`config.mk`:
```
export PLATFORM = sky130hd
export DESIGN_NAME = lp_power_ctrl
export DESIGN_NICKNAME = d
export VERILOG_FILES = /design/src/rtl/lp_pkg.sv /design/src/rtl/lp_rst_qual.sv /design/src/rtl/lp_irq_cond.sv /design/src/rtl/lp_mode_fsm.sv /design/src/rtl/lp_power_ctrl.sv
export SDC_FILE = /design/constraint.sdc
export NUM_CORES = 1
export LEC_CHECK = 0
export BUFFER_PORTS_ARGS = -buffer_cell sky130_fd_sc_hd__buf_2
export CORE_MARGIN = 5
export CORE_UTILIZATION = 40
export CTS_BUF_LIST = sky130_fd_sc_hd__clkbuf_8
export DETAILED_ROUTE_END_ITERATION = 10
export PLACE_DENSITY = 0.71
export SLEW_MARGIN = 20
export SYNTH_ARGS = -nofsm -noshare
export SYNTH_HDL_FRONTEND = slang
export SYNTH_SLANG_ARGS = --single-unit
```
`constraint.sdc`:
```
create_clock -name clk -period 3.55 [get_ports clk]
set_input_delay 0.355 -clock clk [delete_from_list [all_inputs] [get_ports clk]]
set_output_delay 0.355 -clock clk [all_outputs]
set_load 0.05 [all_outputs]
```
`src/rtl/lp_pkg.sv`:
```
package lp_pkg;

    typedef enum logic [2:0] {
        M_RUN,
        M_IDLE,
        M_IDLE_RST,
        M_PD,
        M_PD_WAKE
    } lp_mode_e;

    typedef struct packed {
        logic ovr;
        logic ale;
        logic psen;
        logic p0_float;
        logic p2_addr;
    } pin_ctl_t;

    // Strobe and port override per mode and program source
    function automatic pin_ctl_t pin_ctl(lp_mode_e m, logic ext);
        pin_ctl_t p;
        p = '0;
        case (m)
            M_IDLE: begin
                p.ovr      = 1'b1;
                p.ale      = 1'b1;
                p.psen     = 1'b1;
                p.p0_float = ext;
                p.p2_addr  = ext;
            end
            M_PD, M_PD_WAKE: begin
                p.ovr      = 1'b1;
                p.p0_float = ext;
            end
            default: ;
        endcase
        return p;
    endfunction

    function automatic logic cpu_runs(lp_mode_e m);
        return (m == M_RUN) || (m == M_IDLE_RST);
    endfunction

endpackage

```
`src/rtl/lp_rst_qual.sv`:
```
module lp_rst_qual #(
    parameter int LIM = 24
) (
    input  logic clk,
    input  logic rst,
    input  logic rst_pin,
    input  logic osc_ok,
    output logic core_rst
);
    localparam int CW = $clog2(LIM + 1);

    logic [CW-1:0] cnt;

    always_ff @(posedge clk) begin
        if (rst) begin
            cnt <= '0;
        end else if (!(rst_pin && osc_ok)) begin
            cnt <= '0;
        end else if (cnt != CW'(LIM)) begin
            cnt <= cnt + 1'b1;
        end
    end

    assign core_rst = (cnt == CW'(LIM));


    reset_hold_chk: assert property (@(posedge clk) disable iff (rst)
        core_rst |-> $past(rst_pin));

endmodule

```
`src/rtl/lp_irq_cond.sv`:
```
module lp_irq_cond #(
    parameter int NUM_EXT = 2,
    parameter int VW      = 2
) (
    input  logic               clk,
    input  logic               rst,
    input  logic [NUM_EXT-1:0] int_en,
    input  logic [NUM_EXT-1:0] int_level,
    input  logic [NUM_EXT-1:0] int_pin_n,
    input  logic               other_irq,
    output logic               idle_wake,
    output logic [VW-1:0]      idle_vec,
    output logic [NUM_EXT-1:0] pd_hold,
    output logic [NUM_EXT-1:0] pd_release
);
    logic [NUM_EXT-1:0] pin_prev;
    logic [NUM_EXT-1:0] hit;

    always_ff @(posedge clk) begin
        if (rst) pin_prev <= '1;
        else     pin_prev <= int_pin_n;
    end

    for (genvar i = 0; i < NUM_EXT; i++) begin : g_pin
        logic fall;
        assign fall          = pin_prev[i] & ~int_pin_n[i];
        assign hit[i]        = int_en[i] & (int_level[i] ? ~int_pin_n[i] : fall);
        assign pd_hold[i]    = int_en[i] & int_level[i] & ~int_pin_n[i];
        assign pd_release[i] = ~pin_prev[i] & int_pin_n[i];
    end

    always_comb begin
        idle_wake = (|hit) | other_irq;
        idle_vec  = VW'(NUM_EXT);
        for (int i = NUM_EXT - 1; i >= 0; i--) begin
            if (hit[i]) idle_vec = VW'(i);
        end
    end

endmodule

```
`src/rtl/lp_mode_fsm.sv`:
```
module lp_mode_fsm
    import lp_pkg::*;
#(
    parameter int NUM_EXT = 2,
    parameter int VW      = 2
) (
    input  logic               clk,
    input  logic               rst,
    input  logic               core_rst,
    input  logic               idle_req,
    input  logic               pdown_req,
    input  logic               rst_pin,
    input  logic               osc_stable,
    input  logic               idle_wake,
    input  logic [VW-1:0]      idle_vec,
    input  logic [NUM_EXT-1:0] pd_hold,
    input  logic [NUM_EXT-1:0] pd_release,
    output lp_mode_e           mode,
    output logic               wake_req,
    output logic [VW-1:0]      wake_vec,
    output logic               osc_run
);
    lp_mode_e      mode_nxt;
    logic [VW-1:0] src_q, src_nxt, vec_nxt, pd_first;
    logic          wk_nxt, complete;

    always_comb begin
        pd_first = '0;
        for (int i = NUM_EXT - 1; i >= 0; i--) begin
            if (pd_hold[i]) pd_first = VW'(i);
        end
        complete = 1'b0;
        for (int i = 0; i < NUM_EXT; i++) begin
            if (src_q == VW'(i)) complete = osc_stable & pd_release[i];
        end
    end

    always_comb begin
        mode_nxt = mode;
        wk_nxt   = 1'b0;
        vec_nxt  = wake_vec;
        src_nxt  = src_q;
        if (core_rst) begin
            mode_nxt = M_RUN;
        end else begin
            case (mode)
                M_RUN: begin
                    if (pdown_req)     mode_nxt = M_PD;
                    else if (idle_req) mode_nxt = M_IDLE;
                end
                M_IDLE: begin
                    if (rst_pin) begin
                        mode_nxt = M_IDLE_RST;
                    end else if (idle_wake) begin
                        mode_nxt = M_RUN;
                        wk_nxt   = 1'b1;
                        vec_nxt  = idle_vec;
                    end
                end
                M_IDLE_RST: begin
                    if (!rst_pin) mode_nxt = M_RUN;
                end
                M_PD: begin
                    if (|pd_hold) begin
                        mode_nxt = M_PD_WAKE;
                        src_nxt  = pd_first;
                    end
                end
                M_PD_WAKE: begin
                    if (complete) begin
                        mode_nxt = M_RUN;
                        wk_nxt   = 1'b1;
                        vec_nxt  = src_q;
                    end
                end
                default: mode_nxt = M_RUN;
            endcase
        end
    end

    always_ff @(posedge clk) begin
        if (rst) begin
            mode     <= M_RUN;
            wake_req <= 1'b0;
            wake_vec <= '0;
            src_q    <= '0;
        end else begin
            mode     <= mode_nxt;
            wake_req <= wk_nxt;
            wake_vec <= vec_nxt;
            src_q    <= src_nxt;
        end
    end

    assign osc_run = !((mode == M_PD) && !rst_pin);


    wake_origin_chk: assert property (@(posedge clk) disable iff (rst)
        wake_req |-> $past(mode == M_IDLE || mode == M_PD_WAKE));


    stable_wake_chk: assert property (@(posedge clk) disable iff (rst)
        (wake_req && $past(mode == M_PD_WAKE)) |-> $past(osc_stable));


    reset_run_chk: assert property (@(posedge clk) disable iff (rst)
        $past(core_rst) |-> (mode == M_RUN));

endmodule

```
`src/rtl/lp_power_ctrl.sv`:
```
module lp_power_ctrl
    import lp_pkg::*;
#(
    parameter int CLK_PER_MC = 12,
    parameter int RST_MC     = 2,
    parameter int NUM_EXT    = 2
) (
    input  logic                         clk,
    input  logic                         rst,
    input  logic                         idle_req,
    input  logic                         pdown_req,
    input  logic [NUM_EXT-1:0]           int_en,
    input  logic [NUM_EXT-1:0]           int_level,
    input  logic [NUM_EXT-1:0]           int_pin_n,
    input  logic                         other_irq,
    input  logic                         osc_stable,
    input  logic                         rst_pin,
    input  logic                         ext_exec,
    output logic                         cpu_clk_en,
    output logic                         osc_run,
    output logic                         core_rst,
    output logic                         ram_wr_block,
    output logic                         wake_req,
    output logic [$clog2(NUM_EXT+1)-1:0] wake_vec,
    output logic                         pin_ovr,
    output logic                         ale_lvl,
    output logic                         psen_lvl,
    output logic                         p0_float,
    output logic                         p2_addr
);
    localparam int RST_CLKS = CLK_PER_MC * RST_MC;
    localparam int VW       = $clog2(NUM_EXT + 1);

    lp_mode_e           mode;
    logic               idle_wake;
    logic [VW-1:0]      idle_vec;
    logic [NUM_EXT-1:0] pd_hold, pd_release;
    pin_ctl_t           pc;

    lp_rst_qual #(.LIM(RST_CLKS)) u_rst (
        .clk      (clk),
        .rst      (rst),
        .rst_pin  (rst_pin),
        .osc_ok   (osc_run & osc_stable),
        .core_rst (core_rst)
    );

    lp_irq_cond #(.NUM_EXT(NUM_EXT), .VW(VW)) u_irq (
        .clk        (clk),
        .rst        (rst),
        .int_en     (int_en),
        .int_level  (int_level),
        .int_pin_n  (int_pin_n),
        .other_irq  (other_irq),
        .idle_wake  (idle_wake),
        .idle_vec   (idle_vec),
        .pd_hold    (pd_hold),
        .pd_release (pd_release)
    );

    lp_mode_fsm #(.NUM_EXT(NUM_EXT), .VW(VW)) u_fsm (
        .clk        (clk),
        .rst        (rst),
        .core_rst   (core_rst),
        .idle_req   (idle_req),
        .pdown_req  (pdown_req),
        .rst_pin    (rst_pin),
        .osc_stable (osc_stable),
        .idle_wake  (idle_wake),
        .idle_vec   (idle_vec),
        .pd_hold    (pd_hold),
        .pd_release (pd_release),
        .mode       (mode),
        .wake_req   (wake_req),
        .wake_vec   (wake_vec),
        .osc_run    (osc_run)
    );

    assign pc           = pin_ctl(mode, ext_exec);
    assign pin_ovr      = pc.ovr;
    assign ale_lvl      = pc.ale;
    assign psen_lvl     = pc.psen;
    assign p0_float     = pc.p0_float;
    assign p2_addr      = pc.p2_addr;
    assign cpu_clk_en   = cpu_runs(mode);
    assign ram_wr_block = (mode == M_IDLE_RST);


    ram_block_run_chk: assert property (@(posedge clk) disable iff (rst)
        ram_wr_block |-> cpu_clk_en);


    pd_strobe_low_chk: assert property (@(posedge clk) disable iff (rst)
        !osc_run |-> (pin_ovr && !ale_lvl && !psen_lvl && !p2_addr));

endmodule

```
After elaboration in Yosys (flattened, before gate mapping)
Index checks and enable logic that the tools add are counted.
Storage, ports and cells
  register bits: 15
  bits of input ports: 14
  output and inout port bits: 12
  word-level logic and storage cells: 85
Operators by class
  $add $sub $neg: 1
  eq/ne operators: 14
  multiplexer cells: 28
  bitwise operators: 20
  reduce and logical (&&, ||, !) cells: 16
Operator list (number)
  $mux W3: 7
  $pmux W3 S5: 1
  $and A1 B1 Y1: 13
  $mux W1: 12
  $mux W2: 6
  $reduce_and A5 Y1: 2
  $reduce_or A2 Y1: 4
  $eq A3 B2 Y1 const B: 2
  $ne A2 B2 Y1 const B: 3
  $ne A3 B3 Y1 const B: 2
  $not A1 Y1: 6
  $add A5 B1 Y5 const B: 1
  $eq A5 B5 Y1 const B: 1
  $ne A5 B5 Y1 const B: 1
  $ne A2 B1 Y1 const B: 2
  $pmux W2 S2: 1
  $eq A3 B1 Y1 const B: 1
  $eq A3 B3 Y1 const B: 1
  $logic_not A3 Y1: 1
  $reduce_and A3 Y1: 1
  $reduce_or A3 Y1: 1
  $eq A2 B1 Y1 const B: 1
  $logic_and A1 B1 Y1: 2
  $logic_not A1 Y1: 2
  other kinds (5): 5

Logic depth before layout (Yosys ltp)
  depth after elaboration: 9
  depth in mapped cells: 8
  mapped depth without buffers: 7

Cells and area by module
Synthesis repeated with hierarchy kept, for this count alone.
Second synthesis, totals
  cells, all modules: 105
  area, all modules: 927.1 µm²
By module, submodules not included
  lp_mode_fsm: instances 1, cells each 46, area each 400.4 µm², sequential area each 140.1 µm²
  lp_rst_qual: instances 1, cells each 30, area each 317.8 µm², sequential area each 100.1 µm²
  lp_irq_cond: instances 1, cells each 19, area each 147.6 µm², sequential area each 40.0 µm²
  lp_power_ctrl: instances 1, cells each 10, area each 61.3 µm², sequential area each 0.0 µm²

Worst setup path before layout
Ideal clock, no wire load.
  kind: reg-to-output
  start point: register u_fsm.mode[0]
  end point: output ram_wr_block
  arrival: 1.646 ns
  data required time: 3.195 ns
  slack: 1.549 ns
  cell stages (with the launch flop): 3
  path buffers: 0
  cells stage by stage: dfxtp_1 > nor2_1 > and2_1
On the way
  word-level cells in the longest chain between the ends: 1
RTL lines
  start, declared: RTL line lp_mode_fsm.sv:18  | output lp_mode_e mode,
  start signal, assigned: RTL line lp_mode_fsm.sv:88  | mode <= mode_nxt;
  $eq A3 B2 Y1: RTL line lp_power_ctrl.sv:86  | assign ram_wr_block = (mode == M_IDLE_RST);
  end, declared: RTL line lp_power_ctrl.sv:22  | output logic ram_wr_block,
No other way between the ends.

Worst setup path in the final report
  start point: register u_fsm.mode[1]
  end point: output p0_float
On the way
  word-level cells in the longest chain between the ends: 3
RTL lines
  $eq A3 B1 Y1, or another cell as far along: RTL line lp_pkg.sv:23  | case (m)
  $reduce_or A3 Y1 (no source line) *
  $mux W1 *: RTL line lp_pkg.sv:23
  end, declared: RTL line lp_power_ctrl.sv:28  | output logic p0_float,
Every way passes the cells marked *; elsewhere a longest branch is shown, timed or not.

==> Implementation_results.wiki <==
{| class="wikitable"
! Metric !! Value
|-
| Run status || finished, final reports clean
|-
| Global route overflow || 0
|-
| Detail-routed net length per standard cell || 12.23 um
|-
| Crit-path max cell delay || 0.60 ns
|-
| Post-route ant nets || 0
|-
| Hold Vio Cnt, Final || 0
|-
| Count of yosys warnings during synthesis || 0
|-
| Effective utilization at floorplan || a little over two fifths
|-
| Kind of end point of the critical path || primary output
|-
| Post-synthesis sequential area ratio || 33.89%
|-
| Launching point of the worst reg2reg path || u_rst.cnt[0]
|-
| Type of the setup path with the least slack || flip-flop to primary output
|-
| CTS hold repair buffers || 0
|-
| Number of buffers added by the clock tree synthesis step || 3
|-
| Overall power || 0.5711 mW
|-
| Number of register bits inferred by synthesis || 14
|-
| Commonest register cell after synthesis || sky130_fd_sc_hd__dfxtp_1
|-
| Kind of path behind the tightest hold check || input pin to flip-flop
|-
| Number of cells in the finished layout apart from fillers || about 150
|-
| Clock-pin transition on the worst setup and hold timing paths || approximately 0.06 ns
|-
| Global-route usage over all layers || about an eighth
|-
| Top-Level Pins || 26
|-
| Routed wire length || 1810 um
|-
| Die area || roughly 3100 um^2
|-
| Share of the synthesized area in the top cell type || 33.89%
|-
| Number of buffers between clock root and the deepest sink || 2
|-
| Area growth, synth to finish || 23.00%
|-
| Slowest library cell on the worst path || sky130_fd_sc_hd__dfxtp_1
|-
| Critical path arrival || 1.65 ns
|-
| Count of standard-cell rows || 16
|-
| Count of nets after finishing || about 140
|-
| Slew at the pin with the worst max-slew slack || between 0.4 and 0.5 ns
|-
| Deepest level of the CTS H-tree || 1
|-
| Y dimension of the die || ~55 um
|-
| Setup repair after global routing missed its margin || no
|-
| Antenna violations before repair || 0
|-
| Area leader, netlist || sky130_fd_sc_hd__dfxtp_1
|-
| Global routing met3 resource utilization || about 4.7%
|-
| TritonCTS clock tree || built
|-
| First-pass GRT wire length || about 3200 um
|-
| Fraction of layout cells with a size suffix above 1 || 33.88%
|-
| CTS Root Buffer Type || sky130_fd_sc_hd__clkbuf_8
|-
| Via count of the first global-routing pass || a little under 800
|-
| HP Start || int_pin_n[1]
|-
| Clock latency at the later pin of the worst-skew pair || about 0.24 ns
|-
| 1st-iter DRT viols || 18
|-
| Count of flip-flops with a built-in enable after synthesis || 0
|-
| Antenna cells || 0
|-
| Met2 Resource Use GR || a little over a fifth
|-
| Critical path startpoint category || flip-flop
|-
| Fmax || between 400 and 500 MHz
|-
| Detail-routed via count per cell || 5.203
|-
| Top area cells in the synthesized netlist || sky130_fd_sc_hd__dfxtp_1, sky130_fd_sc_hd__nor2_1, sky130_fd_sc_hd__nand2_1
|-
| Cts repair resizes || 0
|-
| Power density over the cells || 561.4 nW/um^2
|-
| Min Tclk post-route || roughly 2.0 ns
|-
| Final TNS setup || 0 ns
|-
| Leak || 0.4581 nW
|-
| Headroom to the max-slew limit || approximately 70%
|-
| Synth Net Count || approximately 110
|-
| Critical path required time || around 3.2 ns
|-
| Cell area after technology mapping || just over 800 um^2
|-
| Maxcap violations || 0
|-
| Final setup violation count || 0
|-
| Met1 Resource Use GR || between 10% and 20%
|-
| Buffers on Ports || 25
|-
| FFs w/ async S/R, synth || 0%
|-
| Residual DRC count || 0
|-
| Worst Skew || around 0.0028 ns
|-
| Horizontal die dimension || around 55 um
|-
| Overall via count from detail_route || 770
|-
| Distinct cells, synth || 44
|-
| Sum of net half-perimeters after detailed placement || roughly 1500 um
|-
| Count of pins over their slew limit || 0
|-
| Worst setup path startpoint || u_fsm.mode[1]
|-
| Post-route fraction of the period consumed by the critical path || between 50 and 60%
|-
| Post-CTS Setup Repair Bufs || 0
|-
| Placed cell count || roughly 140
|-
| Synth Area per Inst || 8.706 um^2
|-
| Weighted congestion at the end of routability-driven global placement || ~0.84
|-
| Crit-path cells || nor3b_2, or2_2, and2_1, buf_2
|-
| Cells after Synth || 95
|-
| Maximum VDD drop || 0.3681 mV
|-
| Largest net degree at the start of global routing || 14
|-
| Clk sinks || 14
|-
| Hold Slack || between 0.3 and 0.4 ns
|-
| Core ar. || just under 2000 um^2
|-
| Layer carrying the most global-route usage || met2
|-
| Fill cell instance count of the final layout || around 200
|-
| Number of iterations in the first detailed-routing pass || 4
|-
| Worst Path Max Fanout || 13
|}
final cells by class:
type                            count  area [um^2]  area share [%]
Multi-Input combinational cell     73        504.2           49.57
Timing Repair Buffer               25        125.1           12.30
Tap cell                           27        33.78           3.321
Clock buffer                        4        55.05           5.412
Inverter                            5        18.77           1.845
Sequential cell                    14        280.3           27.55
report_power, final:
group          leakage, nW  internal, mW  switching [mW]
Sequential           0.114         0.170          0.0233
Combinational        0.315        0.0714           0.155
Clock               0.0288        0.0980          0.0528
placed cells by master (no fill, tap or decap), drive strengths merged, types with 2 or more instances in the layout:
| cell | n |
|---|---|
| a211oi | 3 |
| clkbuf | 4 |
| o211a | 2 |
| dfxtp | 14 |
| xnor2 | 2 |
| nor2 | 11 |
| nand2 | 7 |
| xor2 | 2 |
| inv | 5 |
| nor3 | 3 |
| nand3 | 4 |
| buf | 25 |
| and2b | 2 |
| nor3b | 2 |
| and2 | 3 |
| a21oi | 2 |
| ha | 2 |
| or2 | 5 |
| nand2b | 3 |
path summary, 6_finish.rpt:
| kind | endpoint | slack, ns | cells past startpoint |
|---|---|---|---|
| setup / recovery | p0_float | 1.55 | 4 |
| hold / removal | u_irq.pin_prev[1] | 0.34 | 2 |
| setup reg to reg | u_fsm.wake_vec[1] | 1.82 | 7 |
| hold reg to reg | u_fsm.wake_vec[0] | 0.49 | 1 |
cells in the mapped netlist (all sizes together), types with 2 or more instances:
master and instances:
a211oi 3, nor2 11, nand2 7, or2 5
nand3 4, nor3b 2, nand2b 3, nor3 3
xor2 2, o211a 2, dfxtp 14, ha 2
buf 3, and2b 2, xnor2 2, inv 5
a21oi 2, and2 3
routing by layer:
layer  share of wire [%]  up-vias
met5                   0        -
met4                0.55        0
met3                 7.3        2
met2                  48       25
met1                  44      357
li1                    -      386
registers in the layout, summed over array words and instances, names as in the netlist:
signal          count
u_rst.cnt           5
u_fsm.mode          3
u_fsm.wake_vec      2
u_irq.pin_prev      2
u_fsm.src_q         1
u_fsm.wake_req      1
per-stage QoR:
stage | cell area [um^2] | setup WS [ns] | util (%)
floorplan | 827.0 | 1.549 | -
global placement | 962.2 | 1.856 | 49.04
detailed placement | 962.2 | 1.813 | 49.04
CTS | 1017 | 1.542 | 51.85
global route | 1017 | 1.450 | 51.85
finish | 1017 | 1.545 | 51.85
worst max-delay path, delay by kind of cell (launching register included):
family        cells  cell delay, ns
simple gates      3            0.60
buf+inv           1            0.20
flops             1            0.60
cell families after synthesis:
| group | count (synthesis) | synth area share, % |
|---|---|---|
| adders and majority gates | 2 | 3.025 |
| AOI/OAI and AO/OA | 19 | 18.01 |
| DFF | 14 | 33.89 |
| and+or+nand+nor | 47 | 34.50 |
| buffers and inverters | 8 | 5.144 |
| muxes | 1 | 1.210 |
| xor gates and xnor gates | 4 | 4.237 |
No activity file was read; power rests on OpenSTA's default activity.
